--- config.mk ---
export PLATFORM = sky130hd
export DESIGN_NAME = sreg_read_rx
export DESIGN_NICKNAME = d
export VERILOG_FILES = /design/src/rtl/sreg_rd_pkg.sv /design/src/rtl/sreg_rd_phase_timer.sv /design/src/rtl/sreg_rd_shifter.sv /design/src/rtl/sreg_read_rx.sv
export SDC_FILE = /design/constraint.sdc
export NUM_CORES = 1
export LEC_CHECK = 0
export BUFFER_PORTS_ARGS = -buffer_cell sky130_fd_sc_hd__buf_2
export CAP_MARGIN = 20
export CORE_MARGIN = 2
export CORE_UTILIZATION = 55
export DETAILED_ROUTE_END_ITERATION = 8
export GPL_TIMING_DRIVEN = 1
export PLACE_DENSITY = 0.81
export SLEW_MARGIN = 20
export SYNTH_ARGS = -nofsm -noshare
export SYNTH_HDL_FRONTEND = slang
export SYNTH_SLANG_ARGS = --single-unit
--- constraint.sdc ---
create_clock -name clk -period 2.39 [get_ports clk]
set_clock_uncertainty 0.15 [all_clocks]
set_input_delay 0.478 -clock clk [delete_from_list [all_inputs] [get_ports clk]]
set_output_delay 0.478 -clock clk [all_outputs]
set_load 0.01 [all_outputs]
--- src/rtl/sreg_rd_pkg.sv ---
package sreg_rd_pkg;

  typedef enum logic [1:0] {
    ST_IDLE  = 2'd0,
    ST_SETUP = 2'd1,
    ST_HIGH  = 2'd2,
    ST_LOW   = 2'd3
  } rd_state_t;

  function automatic logic odd_ones(input logic [31:0] v, input int unsigned n);
    logic acc;
    acc = 1'b0;
    for (int i = 0; i < 32; i++) begin
      if (i < n) acc = acc ^ v[i];
    end
    return acc;
  endfunction

endpackage

--- src/rtl/sreg_rd_phase_timer.sv ---
module sreg_rd_phase_timer #(
  parameter int DIV = 4
) (
  input  logic clk,
  input  logic rst,
  input  logic run,
  output logic phase_end
);
  localparam int CW = (DIV > 1) ? $clog2(DIV) : 1;
  localparam logic [CW-1:0] LAST = CW'(DIV - 1);

  logic [CW-1:0] cnt;

  assign phase_end = run && (cnt == LAST);

  always_ff @(posedge clk) begin
    if (rst || !run) begin
      cnt <= '0;
    end else if (phase_end) begin
      cnt <= '0;
    end else begin
      cnt <= cnt + 1'b1;
    end
  end

  // a phase never runs past DIV cycles
  a_r3_cnt_bound: assert property (@(posedge clk) disable iff (rst)
    cnt <= LAST);

  // an idle timer restarts from zero
  a_r3_cnt_idle_zero: assert property (@(posedge clk) disable iff (rst)
    !run |=> cnt == '0);

endmodule

--- src/rtl/sreg_rd_shifter.sv ---
module sreg_rd_shifter #(
  parameter int LEAD_CLKS = 7,
  parameter int DATA_W    = 8
) (
  input  logic              clk,
  input  logic              rst,
  input  logic              clear,
  input  logic              sample,
  input  logic              sdi,
  output logic              last_pulse,
  output logic [DATA_W-1:0] data
);
  localparam int TOTAL = LEAD_CLKS + DATA_W + 1;
  localparam int PW    = $clog2(TOTAL + 1);
  localparam logic [PW-1:0] FIRST_DATA = PW'(LEAD_CLKS);
  localparam logic [PW-1:0] END_DATA   = PW'(LEAD_CLKS + DATA_W);
  localparam logic [PW-1:0] LAST_IDX   = PW'(TOTAL - 1);

  logic [PW-1:0] pcnt;
  logic          in_data;

  assign in_data    = (pcnt >= FIRST_DATA) && (pcnt < END_DATA);
  assign last_pulse = (pcnt == LAST_IDX);

  always_ff @(posedge clk) begin
    if (rst || clear) begin
      pcnt <= '0;
    end else if (sample && !last_pulse) begin
      pcnt <= pcnt + 1'b1;
    end
  end

  always_ff @(posedge clk) begin
    if (rst) begin
      data <= '0;
    end else if (sample && in_data) begin
      data <= {data[DATA_W-2:0], sdi};
    end
  end

  // sampling never goes past the sixteenth pulse
  a_r3_pulse_bound: assert property (@(posedge clk) disable iff (rst)
    pcnt <= LAST_IDX);

  // dummy pulses leave the assembled data untouched
  a_r4_dummy_ignored: assert property (@(posedge clk) disable iff (rst)
    (sample && pcnt < FIRST_DATA) |=> $stable(data));

endmodule

--- src/rtl/sreg_read_rx.sv ---
module sreg_read_rx #(
  parameter int DIV       = 4,
  parameter int LEAD_CLKS = 7,
  parameter int DATA_W    = 8
) (
  input  logic              clk,
  input  logic              rst,
  input  logic              start,
  input  logic              sdi,
  output logic              sclk,
  output logic              cs_n,
  output logic [DATA_W-1:0] rx_byte,
  output logic              rx_parity,
  output logic              parity_err,
  output logic              done
);
  import sreg_rd_pkg::*;

  rd_state_t         state;
  logic              run;
  logic              phase_end;
  logic              sample;
  logic              clear;
  logic              last_pulse;
  logic [DATA_W-1:0] shift_data;

  assign run    = (state != ST_IDLE);
  assign sample = (state == ST_LOW) && phase_end;
  assign clear  = (state == ST_IDLE) && start;

  sreg_rd_phase_timer #(.DIV(DIV)) u_timer (
    .clk       (clk),
    .rst       (rst),
    .run       (run),
    .phase_end (phase_end)
  );

  sreg_rd_shifter #(.LEAD_CLKS(LEAD_CLKS), .DATA_W(DATA_W)) u_shift (
    .clk        (clk),
    .rst        (rst),
    .clear      (clear),
    .sample     (sample),
    .sdi        (sdi),
    .last_pulse (last_pulse),
    .data       (shift_data)
  );

  always_ff @(posedge clk) begin
    if (rst) begin
      state      <= ST_IDLE;
      sclk       <= 1'b0;
      cs_n       <= 1'b1;
      done       <= 1'b0;
      rx_byte    <= '0;
      rx_parity  <= 1'b0;
      parity_err <= 1'b0;
    end else begin
      done <= 1'b0;
      case (state)
        ST_IDLE: begin
          if (start) begin
            state <= ST_SETUP;
            cs_n  <= 1'b0;
            sclk  <= 1'b0;
          end
        end
        ST_SETUP: begin
          if (phase_end) begin
            state <= ST_HIGH;
            sclk  <= 1'b1;
          end
        end
        ST_HIGH: begin
          if (phase_end) begin
            state <= ST_LOW;
            sclk  <= 1'b0;
          end
        end
        ST_LOW: begin
          if (phase_end) begin
            if (last_pulse) begin
              state      <= ST_IDLE;
              cs_n       <= 1'b1;
              done       <= 1'b1;
              rx_byte    <= shift_data;
              rx_parity  <= sdi;
              parity_err <= ~(odd_ones(32'(shift_data), DATA_W) ^ sdi);
            end else begin
              state <= ST_HIGH;
              sclk  <= 1'b1;
            end
          end
        end
        default: state <= ST_IDLE;
      endcase
    end
  end

  // the clock only pulses while the chip is selected
  a_r2_sclk_needs_cs: assert property (@(posedge clk) disable iff (rst)
    sclk |-> !cs_n);

  // the done cycle deselects the chip with the clock parked low
  a_r7_done_deselect: assert property (@(posedge clk) disable iff (rst)
    done |-> (cs_n && !sclk));

  // done lasts one cycle
  a_r7_done_single: assert property (@(posedge clk) disable iff (rst)
    done |=> !done);

  // results change only together with done
  a_r8_hold_results: assert property (@(posedge clk) disable iff (rst)
    !done |-> ($stable(rx_byte) && $stable(rx_parity) && $stable(parity_err)));

  // the error flag reflects even parity across byte and parity bit
  a_r6_parity_flag: assert property (@(posedge clk) disable iff (rst)
    done |-> (parity_err == ~(^{rx_byte, rx_parity})));

  // the chip stays selected while a start arrives during a transfer
  a_r9_busy_start: assert property (@(posedge clk) disable iff (rst)
    (run && !(state == ST_LOW && phase_end && last_pulse)) |=> !cs_n);

endmodule

==> out/summary.txt, run 1 <==
status: complete, no violations
final setup TNS: 0 ns
fraction of layout cells with a size suffix above 1: 0.187
Crit Path Category: flop to flop
synth top area cells: dfxtp_1, mux2i_1, nor2_1
Worst EP arrival: 2.11 ns
First-pass DRT Iterations: 4
Max Buffers Root-to-Sink: 2
synth warn: 0
largest net degree at the start of global routing: 25
CTS tree: built
clock slew at reported path FFs: 0.09 ns
total track usage: 0.215
Initial Util: 0.573
CTS root buffer: clkbuf_4
clk sinks: 30
RSZ-0062 raised after global routing: false
Core Rows: 17
startpoint types: flop
# Post-CTS Setup Buffers: 0
Yosys reg bits: 30
endpoints failing setup: 0
core region area: 2190 µm²
max incr delay on CP: 0.40 ns
Place WS: 0.392 ns
DR vias/cell: 5.66
Peak Freq: 491 MHz
routed len/inst: 13.5 µm
Cell Count Post-Placement: 170
Critical Path RT: 2.47 ns
Hold Path Origin: u_timer.cnt[0]
Final Non-Filler Cells: 178
Synth Net Count: 137
worst hold path class: flop to flop
worst r2r src: u_shift.pcnt[0]
Die Area: 2680 µm²
Min Clock Period, post-route: 2.03 ns
Chip Width: 51.8 µm
# IOs: 17
synth unique cells: 29
post-CTS sizing: 0
Die Y: 51.8 µm
vias in the first global route: 969
slack of the critical path: 0.355 ns
Critical path origin: u_shift.pcnt[0]
crit-path most repeated cell: ha_1
Vias: 1008
Max IR drop VDD: 0.684 mV
Pleak: 0.589 nW
HPWL reported at the end of detailed placement: 1590 µm
sequential fraction of the synthesis area: 0.478
Nets: 156
total grt overflow: 0
cell taking the most area after synthesis: dfxtp_1
first-pass GRT wire length: 4120 µm
final hold viol count: 0
Slew @ Worst Pin: 0.528 ns
total CTS buffers: 5
H-Tree Level Count: 2
Syn Area/Cell: 9.66 µm²
critical path peak fanout: 6
pwr/cell area: 650 nW/µm²
# hold bufs at CTS: 0
initial antenna violation count: 0
Post-Route WL: 2410 µm
diode count: 0
slew margin rel.: 0.648
final period utilization: 0.851
Cells after Synth: 130
Cell Area, Synth: 1260 µm²
crit path cell chain: ha_1 > nand3_1 > inv_1 > ha_1 > and4b_1 > nand2_1 > xor2_1 > nor2_1
DRT antenna net count: 0
area grow syn2layout: 13.9%
Initial DRC Count: 28
FILL cells: 191
crit path max-delay cell type: and4b_1
RD Place Congestion: 0.818
Slew Viols, Final: 0
clk_lat worst skew: 0.33 ns
maxcap violations: 0
Yosys top cell area share: 0.478
CP endpoint kind: flop
# DRC: 0
Port-buffer cells: 16
==> path summary, 6_finish.rpt <==
kind	to	slack, ns	cells after the start
worst max register to register	u_shift.pcnt[2]	0.36	8
worst max-delay path	u_shift.pcnt[2]	0.36	8
worst min-delay path	u_timer.cnt[0]	0.28	1
worst min register to register	u_timer.cnt[0]	0.28	1
==> kinds of logic after synthesis <==
logic type,Yosys count,share of synthesized area
AOI/OAI and AO/OA,28,0.146
xor gates and xnor gates,10,0.0807
adders and majority gates,3,0.0299
buffers and inverters,9,0.0319
DFF,30,0.478
muxes,11,0.0877
and+or+nand+nor,39,0.145
==> where the power goes <==
group / switching [mW] / total [mW] / internal (mW) / leakage, nW
clock network: 0.174 / 0.390 / 0.216 / 0.0450
registers: 0.00406 / 0.509 / 0.505 / 0.242
logic: 0.0196 / 0.0313 / 0.0117 / 0.301
==> state kept, by name, indices dropped and copies added (netlist names) <==
register and flops:
rx_byte 8, u_shift.data 8, u_shift.pcnt 5, state 2
u_timer.cnt 2, cs_n 1, done 1, parity_err 1
rx_parity 1, sclk 1
==> cells in the mapped netlist <==
| cell | count |
|---|---|
| xnor3_1 | 1 |
| and4b_1 | 1 |
| a41o_1 | 1 |
| nor4_1 | 1 |
| nor2_1 | 18 |
| xnor2_1 | 6 |
| a21oi_1 | 10 |
| a21o_1 | 2 |
| nand4_1 | 1 |
| o221a_2 | 1 |
| clkbuf_1 | 2 |
| mux2i_1 | 11 |
| dfxtp_1 | 30 |
| a211oi_2 | 1 |
| nand4b_1 | 1 |
| nor4b_1 | 1 |
| inv_1 | 4 |
| a211oi_1 | 2 |
| buf_2 | 2 |
| and2_1 | 1 |
| ha_1 | 3 |
| xor2_1 | 3 |
| buf_4 | 1 |
| o21a_1 | 1 |
| nand3_1 | 10 |
| a41oi_2 | 1 |
| nand2_1 | 5 |
| a31oi_1 | 1 |
| o21ai_0 | 8 |
==> per-stage QoR <==
step | hold WS [ns] | power, mW | util | area (µm²)
6_report | 0.283 | 0.931 | 0.653 | 1430
5_1_grt | 0.300 | 0.974 | 0.653 | 1430
4_1_cts | 0.278 | 0.942 | 0.653 | 1430
3_5_place_dp | 0.277 | 0.552 | 0.618 | 1350
3_3_place_gp | 0.267 | 0.551 | 0.618 | 1350
2_1_floorplan | 0.255 | 0.541 | - | 1260
==> cell usage in the layout (no fill, tap or decap) <==
cell type / synthesis / final
dfxtp_1: 30 / 30
nor2_1: 18 / 18
buf_2: 2 / 16
mux2i_1: 11 / 11
nand3_1: 10 / 10
a21oi_1: 10 / 10
o21ai_0: 8 / 8
xnor2_1: 6 / 6
nand2_1: 5 / 5
clkbuf_4: 0 / 5
inv_1: 4 / 4
xor2_1: 3 / 3
ha_1: 3 / 3
a21o_1: 2 / 2
a211oi_1: 2 / 2
clkinv_2: 0 / 2
nand4b_1: 1 / 1
a41oi_2: 1 / 1
a41o_1: 1 / 1
and2_1: 1 / 1
a31oi_1: 1 / 1
o21a_1: 1 / 1
and4b_1: 1 / 1
nor4b_1: 1 / 1
xnor3_1: 1 / 1
a211oi_2: 1 / 1
nand4_1: 1 / 1
o221a_2: 1 / 1
nor4_1: 1 / 1
bufinv_16: 0 / 1
buf_4: 1 / 1
==> cell type report <==
type | count | area, µm² | area share
clock buffer | 5 | 37.5 | 0.0262
clock inverter | 3 | 40.0 | 0.0280
inverter | 4 | 15.0 | 0.0105
multi-input combinational | 91 | 616 | 0.430
sequential | 30 | 601 | 0.420
tap | 28 | 35.0 | 0.0245
timing repair buffer | 17 | 87.6 | 0.0612
==> critical path, delay by kind of cell (launching register included) <==
family	cells	cell delay, ns
fa+ha+maj	2	0.48
simple gates	4	0.68
xor+xnor	1	0.18
flops	1	0.38
buf+inv	1	0.05
==> layer usage <==
metal  vias to the layer above  routed length, µm  GRT usage
met3                         8                133     0.0575
li1                        500                  -          -
met5                         -                  0          0
met4                         0                 26      0.158
met1                       460               1010      0.241
met2                        40               1240      0.348
No activity file was read; power rests on OpenSTA's default activity.
==> run 2: changes to the inputs <==
--- a/config.mk
+++ b/config.mk
@@ -7,7 +7,6 @@
 export LEC_CHECK = 0
 export BUFFER_PORTS_ARGS = -buffer_cell sky130_fd_sc_hd__buf_2
 export CAP_MARGIN = 20
-export CORE_MARGIN = 2
 export CORE_UTILIZATION = 55
 export DETAILED_ROUTE_END_ITERATION = 8
 export GPL_TIMING_DRIVEN = 1
==> out/summary.txt, run 2 (synthesized netlist as in run 1, its figures left out) <==
status: complete, no violations
fraction of layout cells with a size suffix above 1: 0.180
total CTS buffers: 5
clk_lat worst skew: 0.32 ns
Peak Freq: 496 MHz
RSZ-0062 raised after global routing: false
Initial Util: 0.609
vias in the first global route: 955
# hold bufs at CTS: 0
HPWL reported at the end of detailed placement: 1620 µm
final setup TNS: 0 ns
Crit Path Category: flop to flop
Worst EP arrival: 2.08 ns
CTS tree: built
Cell Count Post-Placement: 169
Port-buffer cells: 16
Chip Width: 49.8 µm
final hold viol count: 0
Nets: 156
total grt overflow: 0
core region area: 2060 µm²
total track usage: 0.222
area grow syn2layout: 12.4%
Vias: 986
fin util: 0.685
Initial DRC Count: 22
diode count: 0
endpoints failing setup: 0
# Post-CTS Setup Buffers: 0
CP endpoint kind: flop
RD Place Congestion: 0.838
commonest non-fill, non-tap cell in the layout: dfxtp_1
pwr/cell area: 598 nW/µm²
Core Rows: 16
DRT antenna net count: 0
final period utilization: 0.843
H-Tree Level Count: 2
largest net degree at the start of global routing: 25
first-pass GRT wire length: 4000 µm
# DRC: 0
clk sinks: 30
critical path peak fanout: 6
startpoint types: flop
most frequent cells in the layout: dfxtp_1, nor2_1, buf_2
FILL cells: 164
initial antenna violation count: 0
DR vias/cell: 5.57
Die Area: 2480 µm²
Max Buffers Root-to-Sink: 2
Final Non-Filler Cells: 177
Critical Path RT: 2.45 ns
First-pass DRT Iterations: 4
Power Total: 0.845 mW
Slew @ Worst Pin: 0.567 ns
Max IR drop VDD: 0.497 mV
slew margin rel.: 0.622
# IOs: 17
Min Clock Period, post-route: 2.01 ns
top flop regs: rx_byte: 8 flops, u_shift.data: 8 flops, u_shift.pcnt: 5 flops
maxcap violations: 0
worst hold path class: input port to flop
post-CTS sizing: 0
Post-Route WL: 2330 µm
fin area: 1410 µm²
Die Y: 49.8 µm
placed instance area: 1350 µm²
clock slew at reported path FFs: 0.09 ns
routed len/inst: 13.2 µm
Pleak: 0.579 nW
Slew Viols, Final: 0
CTS root buffer: clkbuf_4
[run 2: final timing paths]
path / startpoint / end / slack [ns] / depth (start not counted)
max: u_shift.pcnt[0] / u_shift.pcnt[3] / 0.38 / 8
min: sdi / u_shift.data[0] / 0.28 / 3
max reg2reg: u_shift.pcnt[0] / u_shift.pcnt[3] / 0.38 / 8
min reg2reg: cs_n / cs_n / 0.29 / 2
[run 2: per-layer routing]
metal	vias up	track usage	share of wire
li1	496	-	-
met1	460	0.276	0.47
met2	25	0.324	0.47
met3	5	0.0679	0.046
met4	0	0.157	0.017
met5	-	0	0
[run 2: worst max-delay path, cell delays in order, from the launching register on]
cell and delay, ns:
dfxtp_1 0.38, ha_1 0.26, nand3_1 0.10, inv_1 0.05
ha_1 0.23, and4b_1 0.39, nand4_1 0.14, xor2_1 0.15
nor2_1 0.05
[run 2: stage by stage]
| stage | setup slack (ns) | hold slack, ns |
|---|---|---|
| CTS | 0.381 | 0.269 |
| global placement | 0.459 | 0.265 |
| finish | 0.376 | 0.284 |
| detailed placement | 0.393 | 0.282 |
| floorplan | 0.525 | 0.255 |
| global route | 0.194 | 0.290 |
[run 2: area by class of cell]
type | instances | area (µm²) | share of cell area
timing repair buffer | 17 | 87.6 | 0.0620
sequential | 30 | 601 | 0.425
clock inverter | 1 | 5.00 | 0.00354
tap | 27 | 33.8 | 0.0239
clock buffer | 7 | 55.1 | 0.0390
multi-input combinational | 91 | 616 | 0.436
inverter | 4 | 15.0 | 0.0106
[run 2: where the power goes]
part           internal [mW]  switching [mW]  total, mW
registers              0.505         0.00375      0.509
logic                 0.0117          0.0197     0.0313
clock network          0.142           0.162      0.305
total                  0.659           0.186      0.845
